`src/rtl/nxi_pkg.sv`:
```
package nxi_pkg;

  typedef enum logic [2:0] {
    RA_CTRL    = 3'd0,
    RA_CFG     = 3'd1,
    RA_STAT    = 3'd2,
    RA_COUNT   = 3'd3,
    RA_IRQ_RAW = 3'd4,
    RA_IRQ_EN  = 3'd5,
    RA_IRQ_SET = 3'd6,
    RA_IRQ_CLR = 3'd7
  } nxi_reg_e;

  localparam int NUM_EVT   = 2;
  localparam int EVT_RDY   = 0;
  localparam int EVT_TC    = 1;

  localparam int CTRL_RUN  = 0;

  localparam int CFG_DIR   = 1;
  localparam int CFG_BURST = 2;
  localparam int CFG_ECC   = 4;

  localparam int ST_RDY    = 0;
  localparam int ST_DFIFO  = 1;
  localparam int ST_DMAF   = 2;

endpackage

```
`src/rtl/nxi_tc_counter.sv`:
```
module nxi_tc_counter #(
  parameter int CNT_W = 32
) (
  input  logic             clk,
  input  logic             rst,
  input  logic             load,
  input  logic [CNT_W-1:0] load_val,
  input  logic             run,
  input  logic             byte_ack,
  output logic [CNT_W-1:0] cnt,
  output logic             hit_zero
);
  localparam logic [CNT_W-1:0] ONE = CNT_W'(1);

  logic dec;

  // A byte is only taken while running with bytes left; a load overrides.
  assign dec      = run && byte_ack && (cnt != '0) && !load;
  assign hit_zero = dec && (cnt == ONE);

  always_ff @(posedge clk) begin
    if (rst)       cnt <= '0;
    else if (load) cnt <= load_val;
    else if (dec)  cnt <= cnt - ONE;
  end
endmodule

```
`src/rtl/nxi_rdy_sync.sv`:
```
module nxi_rdy_sync #(
  parameter int STAGES = 2
) (
  input  logic clk,
  input  logic rst,
  input  logic async_in,
  output logic sync_out,
  output logic rise
);
  logic prev;

  generate
    if (STAGES == 1) begin : g_single
      logic s1;
      always_ff @(posedge clk) begin
        if (rst) s1 <= 1'b0;
        else     s1 <= async_in;
      end
      assign sync_out = s1;
    end else begin : g_chain
      logic [STAGES-1:0] sh;
      always_ff @(posedge clk) begin
        if (rst) sh <= '0;
        else     sh <= {sh[STAGES-2:0], async_in};
      end
      assign sync_out = sh[STAGES-1];
    end
  endgenerate

  always_ff @(posedge clk) begin
    if (rst) prev <= 1'b0;
    else     prev <= sync_out;
  end

  assign rise = sync_out && !prev;
endmodule

```
`src/rtl/nxi_irq_bank.sv`:
```
module nxi_irq_bank #(
  parameter int N = 2
) (
  input  logic         clk,
  input  logic         rst,
  input  logic [N-1:0] evt,
  input  logic [N-1:0] set_mask,
  input  logic [N-1:0] clr_mask,
  input  logic         en_wr,
  input  logic [N-1:0] en_val,
  output logic [N-1:0] raw,
  output logic [N-1:0] en,
  output logic         irq
);
  logic [N-1:0] raw_nxt;
  logic [N-1:0] en_nxt;

  // Per bit: hardware event or software set beats a clear on the same edge.
  generate
    for (genvar i = 0; i < N; i++) begin : g_bit
      assign raw_nxt[i] = evt[i] | set_mask[i] | (raw[i] & ~clr_mask[i]);
    end
  endgenerate

  assign en_nxt = en_wr ? en_val : en;

  always_ff @(posedge clk) begin
    if (rst) begin
      raw <= '0;
      en  <= '0;
      irq <= 1'b0;
    end else begin
      raw <= raw_nxt;
      en  <= en_nxt;
      irq <= |(raw_nxt & en_nxt);
    end
  end
endmodule

```
`src/rtl/nand_xfer_irq_unit.sv`:
```
module nand_xfer_irq_unit
  import nxi_pkg::*;
#(
  parameter int ADDR_W      = 3,
  parameter int DATA_W      = 32,
  parameter int CNT_W       = 32,
  parameter int SYNC_STAGES = 2
) (
  input  logic              clk,
  input  logic              rst,
  input  logic              reg_wen,
  input  logic [ADDR_W-1:0] reg_addr,
  input  logic [DATA_W-1:0] reg_wdata,
  output logic [DATA_W-1:0] reg_rdata,
  input  logic              byte_ack,
  input  logic              dev_ready_in,
  input  logic              data_fifo_has,
  input  logic              dma_fifo_has,
  output logic              xfer_run,
  output logic              cfg_read_dir,
  output logic              cfg_burst,
  output logic              cfg_ecc_on,
  output logic              irq
);
  logic             start_q;
  logic [CNT_W-1:0] count_val;
  logic             tc_hit;
  logic             rdy_level;
  logic             rdy_rise;
  logic [NUM_EVT-1:0] irq_raw;
  logic [NUM_EVT-1:0] irq_en;
  logic [NUM_EVT-1:0] evt_vec;
  logic [NUM_EVT-1:0] set_mask;
  logic [NUM_EVT-1:0] clr_mask;

  logic wr_ctrl, wr_cfg, wr_count, wr_en, wr_set, wr_clr;

  assign wr_ctrl  = reg_wen && (reg_addr == RA_CTRL);
  assign wr_cfg   = reg_wen && (reg_addr == RA_CFG);
  assign wr_count = reg_wen && (reg_addr == RA_COUNT);
  assign wr_en    = reg_wen && (reg_addr == RA_IRQ_EN);
  assign wr_set   = reg_wen && (reg_addr == RA_IRQ_SET);
  assign wr_clr   = reg_wen && (reg_addr == RA_IRQ_CLR);

  always_ff @(posedge clk) begin
    if (rst) begin
      start_q      <= 1'b0;
      cfg_read_dir <= 1'b0;
      cfg_burst    <= 1'b0;
      cfg_ecc_on   <= 1'b0;
    end else begin
      if (wr_ctrl) start_q <= reg_wdata[CTRL_RUN];
      if (wr_cfg) begin
        cfg_read_dir <= reg_wdata[CFG_DIR];
        cfg_burst    <= reg_wdata[CFG_BURST];
        cfg_ecc_on   <= reg_wdata[CFG_ECC];
      end
    end
  end

  nxi_tc_counter #(.CNT_W(CNT_W)) u_cnt (
    .clk      (clk),
    .rst      (rst),
    .load     (wr_count),
    .load_val (reg_wdata[CNT_W-1:0]),
    .run      (start_q),
    .byte_ack (byte_ack),
    .cnt      (count_val),
    .hit_zero (tc_hit)
  );

  nxi_rdy_sync #(.STAGES(SYNC_STAGES)) u_sync (
    .clk      (clk),
    .rst      (rst),
    .async_in (dev_ready_in),
    .sync_out (rdy_level),
    .rise     (rdy_rise)
  );

  always_comb begin
    evt_vec          = '0;
    evt_vec[EVT_TC]  = tc_hit;
    evt_vec[EVT_RDY] = rdy_rise;
  end

  assign set_mask = reg_wdata[NUM_EVT-1:0] & {NUM_EVT{wr_set}};
  assign clr_mask = reg_wdata[NUM_EVT-1:0] & {NUM_EVT{wr_clr}};

  nxi_irq_bank #(.N(NUM_EVT)) u_irq (
    .clk      (clk),
    .rst      (rst),
    .evt      (evt_vec),
    .set_mask (set_mask),
    .clr_mask (clr_mask),
    .en_wr    (wr_en),
    .en_val   (reg_wdata[NUM_EVT-1:0]),
    .raw      (irq_raw),
    .en       (irq_en),
    .irq      (irq)
  );

  assign xfer_run = start_q && (count_val != '0);

  logic [DATA_W-1:0] rd_mux;

  always_comb begin
    rd_mux = '0;
    case (nxi_reg_e'(reg_addr))
      RA_CTRL:    rd_mux[CTRL_RUN] = start_q;
      RA_CFG: begin
        rd_mux[CFG_DIR]   = cfg_read_dir;
        rd_mux[CFG_BURST] = cfg_burst;
        rd_mux[CFG_ECC]   = cfg_ecc_on;
      end
      RA_STAT: begin
        rd_mux[ST_RDY]   = rdy_level;
        rd_mux[ST_DFIFO] = data_fifo_has;
        rd_mux[ST_DMAF]  = dma_fifo_has;
      end
      RA_COUNT:   rd_mux = DATA_W'(count_val);
      RA_IRQ_RAW: rd_mux[NUM_EVT-1:0] = irq_raw;
      RA_IRQ_EN:  rd_mux[NUM_EVT-1:0] = irq_en;
      default:    rd_mux = '0;
    endcase
  end

  always_ff @(posedge clk) begin
    if (rst) reg_rdata <= '0;
    else     reg_rdata <= rd_mux;
  end
endmodule

```
`config.mk`:
```
export PLATFORM = sky130hd
export DESIGN_NAME = nand_xfer_irq_unit
export DESIGN_NICKNAME = d
export VERILOG_FILES = /design/src/rtl/nxi_pkg.sv /design/src/rtl/nxi_tc_counter.sv /design/src/rtl/nxi_rdy_sync.sv /design/src/rtl/nxi_irq_bank.sv /design/src/rtl/nand_xfer_irq_unit.sv
export SDC_FILE = /design/constraint.sdc
export NUM_CORES = 1
export LEC_CHECK = 0
export BUFFER_PORTS_ARGS = -buffer_cell sky130_fd_sc_hd__buf_2
export CAP_MARGIN = 25
export CORE_MARGIN = 1.5
export CORE_UTILIZATION = 54
export DETAILED_ROUTE_END_ITERATION = 8
export PLACE_DENSITY = 0.8
export SLEW_MARGIN = 10
export SYNTH_ARGS = -nofsm -noshare
export SYNTH_HDL_FRONTEND = slang
export SYNTH_SLANG_ARGS = --single-unit
```
`constraint.sdc`:
```
create_clock -name clk -period 2.97 [get_ports clk]
set_input_delay 0.1485 -clock clk [delete_from_list [all_inputs] [get_ports clk]]
set_output_delay 0.1485 -clock clk [all_outputs]
set_load 0.01 [all_outputs]
```
==> reports/qor.txt, run 1 <==
Crit path largest cell delay - 0.45 ns
H-tree depth - 3
Post-synth EDFFs - 0
combinational power share - 0.130
Sinks on Clock Net - 76
CTS tree - yes
initial antenna violation count - 0
Critical Path RT - 3.24 ns
first-pass GRT wire length - 14590 um
drt pass-1 iters - 4
Avg Inst Size Synth - 8.951 um^2
DP Area - 3986 um^2
Nets - 514
Setup Buffers After CTS - 0
Max stage delay cell, worst path - or4_1
ANT nets after route - 0
num rows - 29
Slew Limit Fails - 0
net switching power of the design - 0.6081 mW
final setup TNS - 0 ns
final setup vio count - 0
largest net degree at the start of global routing - 52
dpl cells - 534
reg-to-reg startpoint - u_cnt.cnt[0]
syn nets - 443
PwrDens - 567.3 nW/um^2
Die Ht - 84.12 um
status - completed
HPWL after DPL - 6100 um
LEAKAGE - 1.758 nW
Worst EP arrival - 2.77 ns
R2R setup slack - 0.46 ns
commonest cells after routing, fill and taps aside - buf_2 (78), dfxtp_1 (76), nor2_1 (55), and2_1 (30), a311oi_1 (25)
hold_buf cts - 0
Placeable Area - 6350 um^2
synthesis-to-layout area growth - 19.75%
class of the worst hold path - in2reg
Worst Reg-to-Reg Cells - 7
RSZ-0062 raised after global routing - false
total power - 2.414 mW
WL per Instance - 16.02 um
count of cell types in the netlist - 55
clock latency on the worst-skew pair - 0.36 ns
hold depth - 2
Clock Pin Slew Worst Setup and Hold Paths - 0.08 ns
Antenna diodes - 0
commonest non-fill, non-tap cell in the layout - buf_2
gr ovfl total - 0
number of DRC markers in iteration 0 - 222
Hold Fails Final Rpt - 0
worst-path fanout max - 9
crit path kind - reg2reg
Non-Filler Instances - 550
Clock Power Share - 0.425
Startpoint Class - register
CTS buffer count - 9
Max Fclk - 398.7 MHz
largest cells by area after synthesis - dfxtp_1 (43%), a311oi_1 (6.2%), nor2_1 (5.8%)
Most used DFF post-synth - dfxtp_1
Setup crit end - u_cnt.cnt[18]
DR DRC count - 0
CP cell instances - inv_1, ha_1, nor3b_1, nand4_1, a311o_1, or4_1, a311oi_1
maxcap violations - 0
Worst Setup SP - u_cnt.cnt[0]
Synth area leader - dfxtp_1
Tmin final - 2.508 ns
port bufs - 78
final instance area - 4255 um^2
chip width - 84.12 um
Synth async-reset ratio - 0
synthesized area - 3553 um^2
#FFs+latches synth - 76
final period utilization - 0.8445
Max VDD drop - 0.4047 mV
internal power - 1.806 mW
Mapped Cells - 397
GPL Wtd Cong - 0.8688
actual slew at the worst max-slew pin - 0.9255 ns
Total GRT Usage - 0.2582
Switching Fraction - 0.2519
Slew headroom - 0.3830
Yosys warnings - 0
CP Capture Type - register
routed wire length - 8813 um
I/O Pins - 79
Sequential Power Share - 0.444
Seq/Total Area, Yosys - 0.4282
maximum clock path buffer count - 2
Clock Skew - 0.006929 ns
Die Footprint - 7076 um^2
Initial Util - 0.5596
area share of the largest cell type after synthesis - 0.4282
root buffer cell - clkbuf_8
Worst R2R End - u_cnt.cnt[18]
layout cells sized above 1 - 0.2347
PostCTS Resize Cnt - 0
routed via count - 3342
vias in the first global route - 3101
via/cell ratio - 6.076
state kept, by name, indices dropped and copies added (netlist names), 2 cells and up:
register and flops:
u_irq.en 2, u_cnt.cnt 32, u_sync.g_chain.sh 2, u_irq.raw 2
reg_rdata 32
cell usage after synthesis (3+ instances only):
library cell	count
a211oi_1	6
a311oi_1	25
and2_1	30
and3_1	4
and4_1	5
clkbuf_1	19
dfxtp_1	76
ha_1	4
inv_1	6
mux2i_1	9
nand2_1	17
nand2b_1	4
nand3_1	11
nand4_1	8
nand4b_1	3
nor2_1	55
nor2b_1	5
nor3_1	12
nor4_1	10
nor4_4	3
o21ai_0	9
o31ai_1	7
o41ai_1	4
or3_1	11
or4_1	11
per-layer routing:
layer | vias to the layer above | track usage | wire (um) | part of all wire
li1 | 1631 | - | - | -
met5 | - | 0 | 0 | 0
met1 | 1576 | 0.3182 | 3749 | 0.43
met3 | 22 | 0.05242 | 537 | 0.061
met4 | 0 | 0.1356 | 248 | 0.028
met2 | 113 | 0.4262 | 4277 | 0.49
power by group through the flow:
stage / sequential, mW / combinational (mW) / clock, mW
3_5_place_dp: 1.10 / 0.307 / 0
6_report: 1.07 / 0.315 / 1.03
5_1_grt: 1.08 / 0.345 / 1.08
2_1_floorplan: 1.09 / 0.225 / 0
3_3_place_gp: 1.09 / 0.300 / 0
4_1_cts: 1.07 / 0.309 / 1.04
worst max-delay path, delay by kind of cell, from the launching register on:
| family | cells | cell delay [ns] |
|---|---|---|
| compound gates | 2 | 0.70 |
| fa+ha+maj | 1 | 0.21 |
| buf+inv | 1 | 0.10 |
| flops | 1 | 0.37 |
| simple gates | 3 | 1.04 |
area by class of cell:
type	count	area, um^2
Clock inverter	3	90.09
Tap cell	77	96.34
Clock buffer	13	178.9
Timing Repair Buffer	85	442.9
Inverter	6	22.52
Fill cell	514	2095
Sequential cell	76	1521
Multi-Input combinational cell	290	1903
worst min-delay path by stage:
stage / from / to / slack (ns)
3_5_place_dp: dev_ready_in / u_sync.g_chain.sh[0] / 0.37
4_1_cts: dev_ready_in / u_sync.g_chain.sh[0] / 0.004
6_report: dev_ready_in / u_sync.g_chain.sh[0] / 0.01
2_1_floorplan: dev_ready_in / u_sync.g_chain.sh[0] / 0.28
5_1_grt: dev_ready_in / u_sync.g_chain.sh[0] / 0.02
3_3_place_gp: dev_ready_in / u_sync.g_chain.sh[0] / 0.36
logic make-up after synthesis:
family / count (synthesis) / share of synthesized area
compound gates: 75 / 0.1644
xor+xnor: 2 / 0.004930
fa+ha+maj: 4 / 0.01409
buf+inv: 31 / 0.03768
flops: 76 / 0.4282
mux: 10 / 0.02852
simple gates: 199 / 0.3222
per-stage QoR:
stage	hold slack, ns	setup slack, ns	util
detailed placement	0.3725	0.5616	0.6278
floorplan	0.2767	0.8626	-
CTS	0.003639	0.4933	0.6701
finish	0.01228	0.4617	0.6701
global placement	0.3624	0.6714	0.6278
global route	0.01738	0.2824	0.6701
(Power assumes the default switching activity.)
==> run 2, diff against run 1 <==
--- a/config.mk
+++ b/config.mk
@@ -5,10 +5,11 @@
 export SDC_FILE = /design/constraint.sdc
 export NUM_CORES = 1
 export LEC_CHECK = 0
+export ABC_AREA = 1
 export BUFFER_PORTS_ARGS = -buffer_cell sky130_fd_sc_hd__buf_2
 export CAP_MARGIN = 25
 export CORE_MARGIN = 1.5
-export CORE_UTILIZATION = 54
+export CORE_UTILIZATION = 55
 export DETAILED_ROUTE_END_ITERATION = 8
 export PLACE_DENSITY = 0.8
 export SLEW_MARGIN = 10
==> constraint.sdc (replaced) <==
create_clock -name clk -period 2.4 [get_ports clk]
set_input_delay 0.12 -clock clk [delete_from_list [all_inputs] [get_ports clk]]
set_output_delay 0.12 -clock clk [all_outputs]
set_load 0.01 [all_outputs]
==> run 2 against run 1 <==
  * Sequential power increased by 25%
  * Clock power down 6%
  * Register-to-register slack improved by 0.05 ns
  * Clock skew grew 0.0047 ns
  * Hold slack improved by 0.016 ns
  * Critical path type unchanged
==> reports/qor.txt, run 2 <==
CP Capture Type - register
final period utilization - 0.7872 (-0.05733)
Synth area leader - dfxtp_1
largest cells by area after synthesis - dfxtp_1 (38%), nand2_1 (17%), nor2_1 (15%)
Critical Path RT - 2.62 ns (-0.62 ns)
class of the worst hold path - in2reg
DR DRC count - 0 (unchanged)
top cells by count, synth - nand2_1 (182), nor2_1 (156), dfxtp_1 (76)
CTS tree - yes
gr ovfl total - 0 (unchanged)
worst-path fanout max - 10 (+1)
first-pass GRT wire length - 18000 um (+23%)
synthesis-to-layout area growth - 17.76%
port bufs - 78 (unchanged)
routed via count - 4224 (+26%)
Worst EP arrival - 2.11 ns (-0.66 ns)
num rows - 30 (+3.4%)
Yosys warnings - 0 (unchanged)
actual slew at the worst max-slew pin - 0.6039 ns (-0.3216 ns)
crit path kind - reg2reg
GPL Wtd Cong - 0.9844 (+13%)
Setup Buffers After CTS - 0 (unchanged)
Slew Limit Fails - 0 (unchanged)
count of cell types in the netlist - 28 (-49%)
Mapped Cells - 635 (+60%)
Tmin final - 1.889 ns (-0.6190 ns)
area share of the largest cell type after synthesis - 0.3821 (-0.04602)
synthesized area - 3981 um^2 (+12%)
clock latency on the worst-skew pair - 0.35 ns (about the same)
Startpoint Class - register
Seq/Total Area, Yosys - 0.3821 (-0.04602)
largest net degree at the start of global routing - 38 (-27%)
maximum clock path buffer count - 2 (unchanged)
Avg Inst Size Synth - 6.270 um^2 (-30%)
most common cell in the netlist - nand2_1
WL per Instance - 13.46 um (-16%)
drt pass-1 iters - 5 (+1)
Post-synth EDFFs - 0 (unchanged)
number of DRC markers in iteration 0 - 302 (+36%)
Nets - 763 (+48%)
CTS buffer count - 9 (unchanged)
layout cells sized above 1 - 0.1731 (-0.06154)
vias in the first global route - 4007 (+29%)
Antenna diodes - 0 (unchanged)
root buffer cell - clkbuf_8
ANT nets after route - 0 (unchanged)
Slew headroom - 0.5962 (+0.2132)
chip width - 88.08 um (+4.7%)
Initial Util - 0.5764 (+0.01684)
final setup TNS - 0 ns (unchanged)
via/cell ratio - 5.164 (-15%)
Sinks on Clock Net - 76 (unchanged)
final hold slack - 0.02786 ns (+0.01557 ns)
RSZ-0062 raised after global routing - false
Total GRT Usage - 0.2995 (+0.04133)
Clock Skew - 0.01167 ns (+0.004737 ns)
Clock Pin Slew Worst Setup and Hold Paths - 0.08 ns (about the same)
Hold Fails Final Rpt - 0 (unchanged)
maxcap violations - 0 (unchanged)
Most used DFF post-synth - dfxtp_1
Die Footprint - 7758 um^2 (+9.6%)
Placeable Area - 6907 um^2 (+8.8%)
syn nets - 681 (+54%)
PwrDens - 713.3 nW/um^2 (+26%)
Largest regs - reg_rdata x32, u_cnt.cnt x32
filler instances - 688 (+34%)
Die Ht - 88.08 um (+4.7%)
HPWL after DPL - 8248 um (+35%)
final setup vio count - 0 (unchanged)
initial antenna violation count - 0 (unchanged)
H-tree depth - 3 (unchanged)
Synth async-reset ratio - 0 (unchanged)
commonest cells after routing, fill and taps aside - nand2_1 (182), nor2_1 (155), buf_2 (78), dfxtp_1 (76), inv_1 (65)
status - completed
Max VDD drop - 0.3347 mV (-17%)
#FFs+latches synth - 76 (unchanged)
LEAKAGE - 2.322 nW (+32%)
commonest non-fill, non-tap cell in the layout - nand2_1
Max Fclk - 529.3 MHz (+33%)
I/O Pins - 79 (unchanged)
routed wire length - 11010 um (+25%)
[run 2: area by class of cell]
| type | instances | area, um^2 | share of cell area |
|---|---|---|---|
| Inverter | 66 | 249.0 | 0.05311 |
| Sequential cell | 76 | 1521 | 0.3245 |
| Tap cell | 96 | 120.1 | 0.02562 |
| Clock buffer | 10 | 127.6 | 0.02722 |
| Clock inverter | 6 | 65.06 | 0.01388 |
| Multi-Input combinational cell | 473 | 2115 | 0.4510 |
| Timing Repair Buffer | 91 | 490.5 | 0.1046 |
[run 2: cell families (layout without fill, tap and decap cells)]
| logic type | after synthesis | count (layout) | synth area share |
|---|---|---|---|
| and+or+nand+nor | 404 | 404 | 0.4129 |
| buffers and inverters | 86 | 173 | 0.08737 |
| DFF | 76 | 76 | 0.3821 |
| AOI/OAI and AO/OA | 58 | 58 | 0.08957 |
| xor gates and xnor gates | 7 | 7 | 0.01540 |
| adders and majority gates | 4 | 4 | 0.01257 |
[run 2: report_power, final]
group          switching (mW)  internal [mW]  total (mW)
sequential             0.0426           1.30        1.34
combinational           0.684          0.350        1.03
clock                   0.488          0.481       0.969
total                    1.21           2.13        3.34
[run 2: timing repair]
item / CTS / global route
resized for setup: 0 / 0
hold buffers: 1 / 0
endpoints found under the hold margin: 1 / 0
[run 2: metal layers]
metal	wire length [um]	global-route usage	part of all wire
met1	4864	0.3674	0.44
met2	5210	0.5149	0.47
met3	598	0.04336	0.054
met4	337	0.1435	0.031
met5	0	0	0
[run 2: critical path, stage by stage (launching register included)]
cell and delay (ns):
dfxtp_1 0.34, inv_1 0.12, ha_1 0.20, nand2_1 0.10
nor2_2 0.36, nand2_1 0.15, nor2_1 0.16, nand3_1 0.08
nand2_1 0.07, nor2_1 0.04, nor2_1 0.10, nor2_1 0.04
[run 2: final timing paths]
check	start	slack, ns	end	cells past startpoint
worst max-delay path	u_cnt.cnt[0]	0.51	u_cnt.cnt[28]	11
worst min-delay path	reg_wdata[4]	0.03	cfg_ecc_on	3
worst max register to register	u_cnt.cnt[0]	0.51	u_cnt.cnt[28]	11
worst min register to register	u_sync.g_chain.sh[0]	0.41	u_sync.g_chain.sh[1]	2
[run 2: through the flow]
stage / cells / utilization / area, um^2 / power [mW] / setup WS, ns
2_1_floorplan: 635 / - / 3981 / 2.094 / 0.7721
3_3_place_gp: 801 / 0.6495 / 4486 / 2.371 / 0.6027
3_5_place_dp: 801 / 0.6495 / 4486 / 2.386 / 0.5230
4_1_cts: 818 / 0.6788 / 4688 / 3.343 / 0.5277
5_1_grt: 818 / 0.6788 / 4688 / 3.556 / 0.2795
6_report: 818 / 0.6788 / 4688 / 3.344 / 0.5107
==> run 3, diff against run 2 <==
==> constraint.sdc (replaced) <==
create_clock -name clk -period 1.9 [get_ports clk]
set_input_delay 0.095 -clock clk [delete_from_list [all_inputs] [get_ports clk]]
set_output_delay 0.095 -clock clk [all_outputs]
set_load 0.01 [all_outputs]
==> run 3 against run 2 <==
  * Sequential power grew 26%
  * Setup slack got worse by 0.36 ns
  * Critical path type is now reg2out
  * Global-route usage grew 1.4 points
  * Routed wire length rose by 2.8%
  * Register-to-register slack worse by 0.34 ns
  * Final cell count rose by 1.3%
  * Flip-flop and latch count is the same
  * Largest cell class unchanged
  * Sequential share of layout area down 1.2 points
==> reports/qor.txt, run 3 (synthesis gave the netlist of run 2 again) <==
cell mode on critical path - nor2_2
chip width - 88.08 um (unchanged)
vias in the first global route - 4132 (+3.1%)
dpl cells - 810 (+1.1%)
number of DRC markers in iteration 0 - 261 (-14%)
Initial Util - 0.5764 (unchanged)
via/cell ratio - 5.287 (+2.4%)
first-pass GRT wire length - 18600 um (+3.3%)
Max Fclk - 571.2 MHz
I/O Pins - 79 (unchanged)
Max stage delay cell, worst path - dfxtp_1
crit path buf inv count - 2 (+1)
ANT nets after route - 0 (unchanged)
Non-Filler Instances - 829 (+1.3%)
worst-path fanout max - 4 (-6)
synthesis-to-layout area growth - 22.38%
commonest non-fill, non-tap cell in the layout - nand2_1
Setup Buffers After CTS - 0 (unchanged)
Placeable Area - 6907 um^2 (unchanged)
Slew Limit Fails - 0 (unchanged)
actual slew at the worst max-slew pin - 0.5043 ns (-0.09957 ns)
maxcap violations - 0 (unchanged)
HPWL after DPL - 8326 um (+0.95%)
Antenna diodes - 0 (unchanged)
largest net degree at the start of global routing - 37 (-2.6%)
Die Footprint - 7758 um^2 (unchanged)
Tmin final - 1.751 ns
port bufs - 78 (unchanged)
final instance area - 4872 um^2 (+3.9%)
total power - 4.615 mW (+38%)
Sinks on Clock Net - 76 (unchanged)
crit path kind - reg2out
Worst EP arrival - 1.66 ns (-0.45 ns)
layout cells sized above 1 - 0.1896 (+0.01650)
Die Ht - 88.08 um (unchanged)
Clock Pin Slew Worst Setup and Hold Paths - 0.08 ns (about the same)
Clock Skew - 0.008925 ns (-0.002741 ns)
Critical Path RT - 1.80 ns (-0.82 ns)
Slew headroom - 0.6638 (+0.06758)
status - completed
clock latency on the worst-skew pair - 0.36 ns (about the same)
Crit path largest cell delay - 0.34 ns (-0.02 ns)
LEAKAGE - 2.418 nW (+4.1%)
GPL Wtd Cong - 0.9733 (-1.1%)
CP cell instances - inv_1, ha_1, nand2_1, nor2_2, nand2_4, nor2_2, nor2_1, buf_2
PwrDens - 947.2 nW/um^2 (+33%)
maximum clock path buffer count - 2 (unchanged)
final hold slack - 0.01964 ns (-0.008218 ns)
initial antenna violation count - 0 (unchanged)
Total GRT Usage - 0.3133 (+0.01379)
Hold Fails Final Rpt - 0 (unchanged)
Largest regs - reg_rdata x32, u_cnt.cnt x32
RSZ-0062 raised after global routing - false
CTS buffer count - 9 (unchanged)
Startpoint Class - register
CTS tree - yes
Nets - 774 (+1.4%)
CP Capture Type - output pin
H-tree depth - 3 (unchanged)
Crit path max-delay family - simple AND/OR/NAND/NOR gates
root buffer cell - clkbuf_8
WL per Instance - 13.65 um (+1.4%)
final setup TNS - 0 ns (unchanged)
DP Area - 4566 um^2 (+1.8%)
routed via count - 4383 (+3.8%)
gr ovfl total - 0 (unchanged)
final period utilization - 0.9214
DR DRC count - 0 (unchanged)
num rows - 30 (unchanged)
commonest cells after routing, fill and taps aside - nand2_1 (180), nor2_1 (152), buf_2 (78), dfxtp_1 (76), inv_1 (65)
Max VDD drop - 0.7414 mV (+120%)
final setup vio count - 0 (unchanged)
class of the worst hold path - in2reg
routed wire length - 11320 um (+2.8%)
drt pass-1 iters - 5 (unchanged)
-- run 3: tightest hold or removal path, delay by kind of cell --
kind,cells,cell delay (ns)
buffers and inverters,1,0.12
AO/OA/AOI/OAI,1,0.06
AND/OR/NAND/NOR,1,0.07
-- run 3: per-layer routing --
metal | share of wire | GRT usage | vias to the layer above
met4 | 0.033 | 0.1548 | 0
met3 | 0.067 | 0.06598 | 35
li1 | - | - | 2161
met2 | 0.49 | 0.5461 | 198
met1 | 0.41 | 0.3637 | 1989
met5 | 0 | 0 | -
-- run 3: power breakdown --
part           internal [mW]  switching, mW
Sequential              1.64         0.0496
Combinational          0.482          0.902
Clock                  0.943          0.598
Total                   3.07           1.55
-- run 3: repair_timing --
action	4_1_cts	5_1_grt
hold endpoints to repair	3	0
hold buffers	3	0
endpoints found under the setup margin	0	21
gates resized for setup	0	8
-- run 3: layout make-up --
class                   count  area [um^2]
multi-input cells         473         2137
fillers                   634         2034
flip-flops and latches     76         1521
repair buffers            102        594.3
inverters                  66        249.0
clock buffers              12        155.1
well taps                  96        120.1
clock inverters             4        95.09
-- run 3: stage by stage --
step                worst slack [ns]  utilization
global route                 0.01084       0.7054
detailed placement            0.1506       0.6611
global placement              0.2288       0.6611
floorplan                     0.2721            -
finish                        0.1494       0.7054
CTS                          0.07341       0.7016
-- run 3: final timing paths --
check	start	end	slack, ns	cells past startpoint
worst max-delay path	u_cnt.cnt[0]	xfer_run	0.15	8
worst min register to register	u_sync.g_chain.sh[0]	u_sync.g_chain.sh[1]	0.42	2
worst max register to register	u_cnt.cnt[0]	u_cnt.cnt[7]	0.17	10
worst min-delay path	reg_wen	start_q	0.02	3
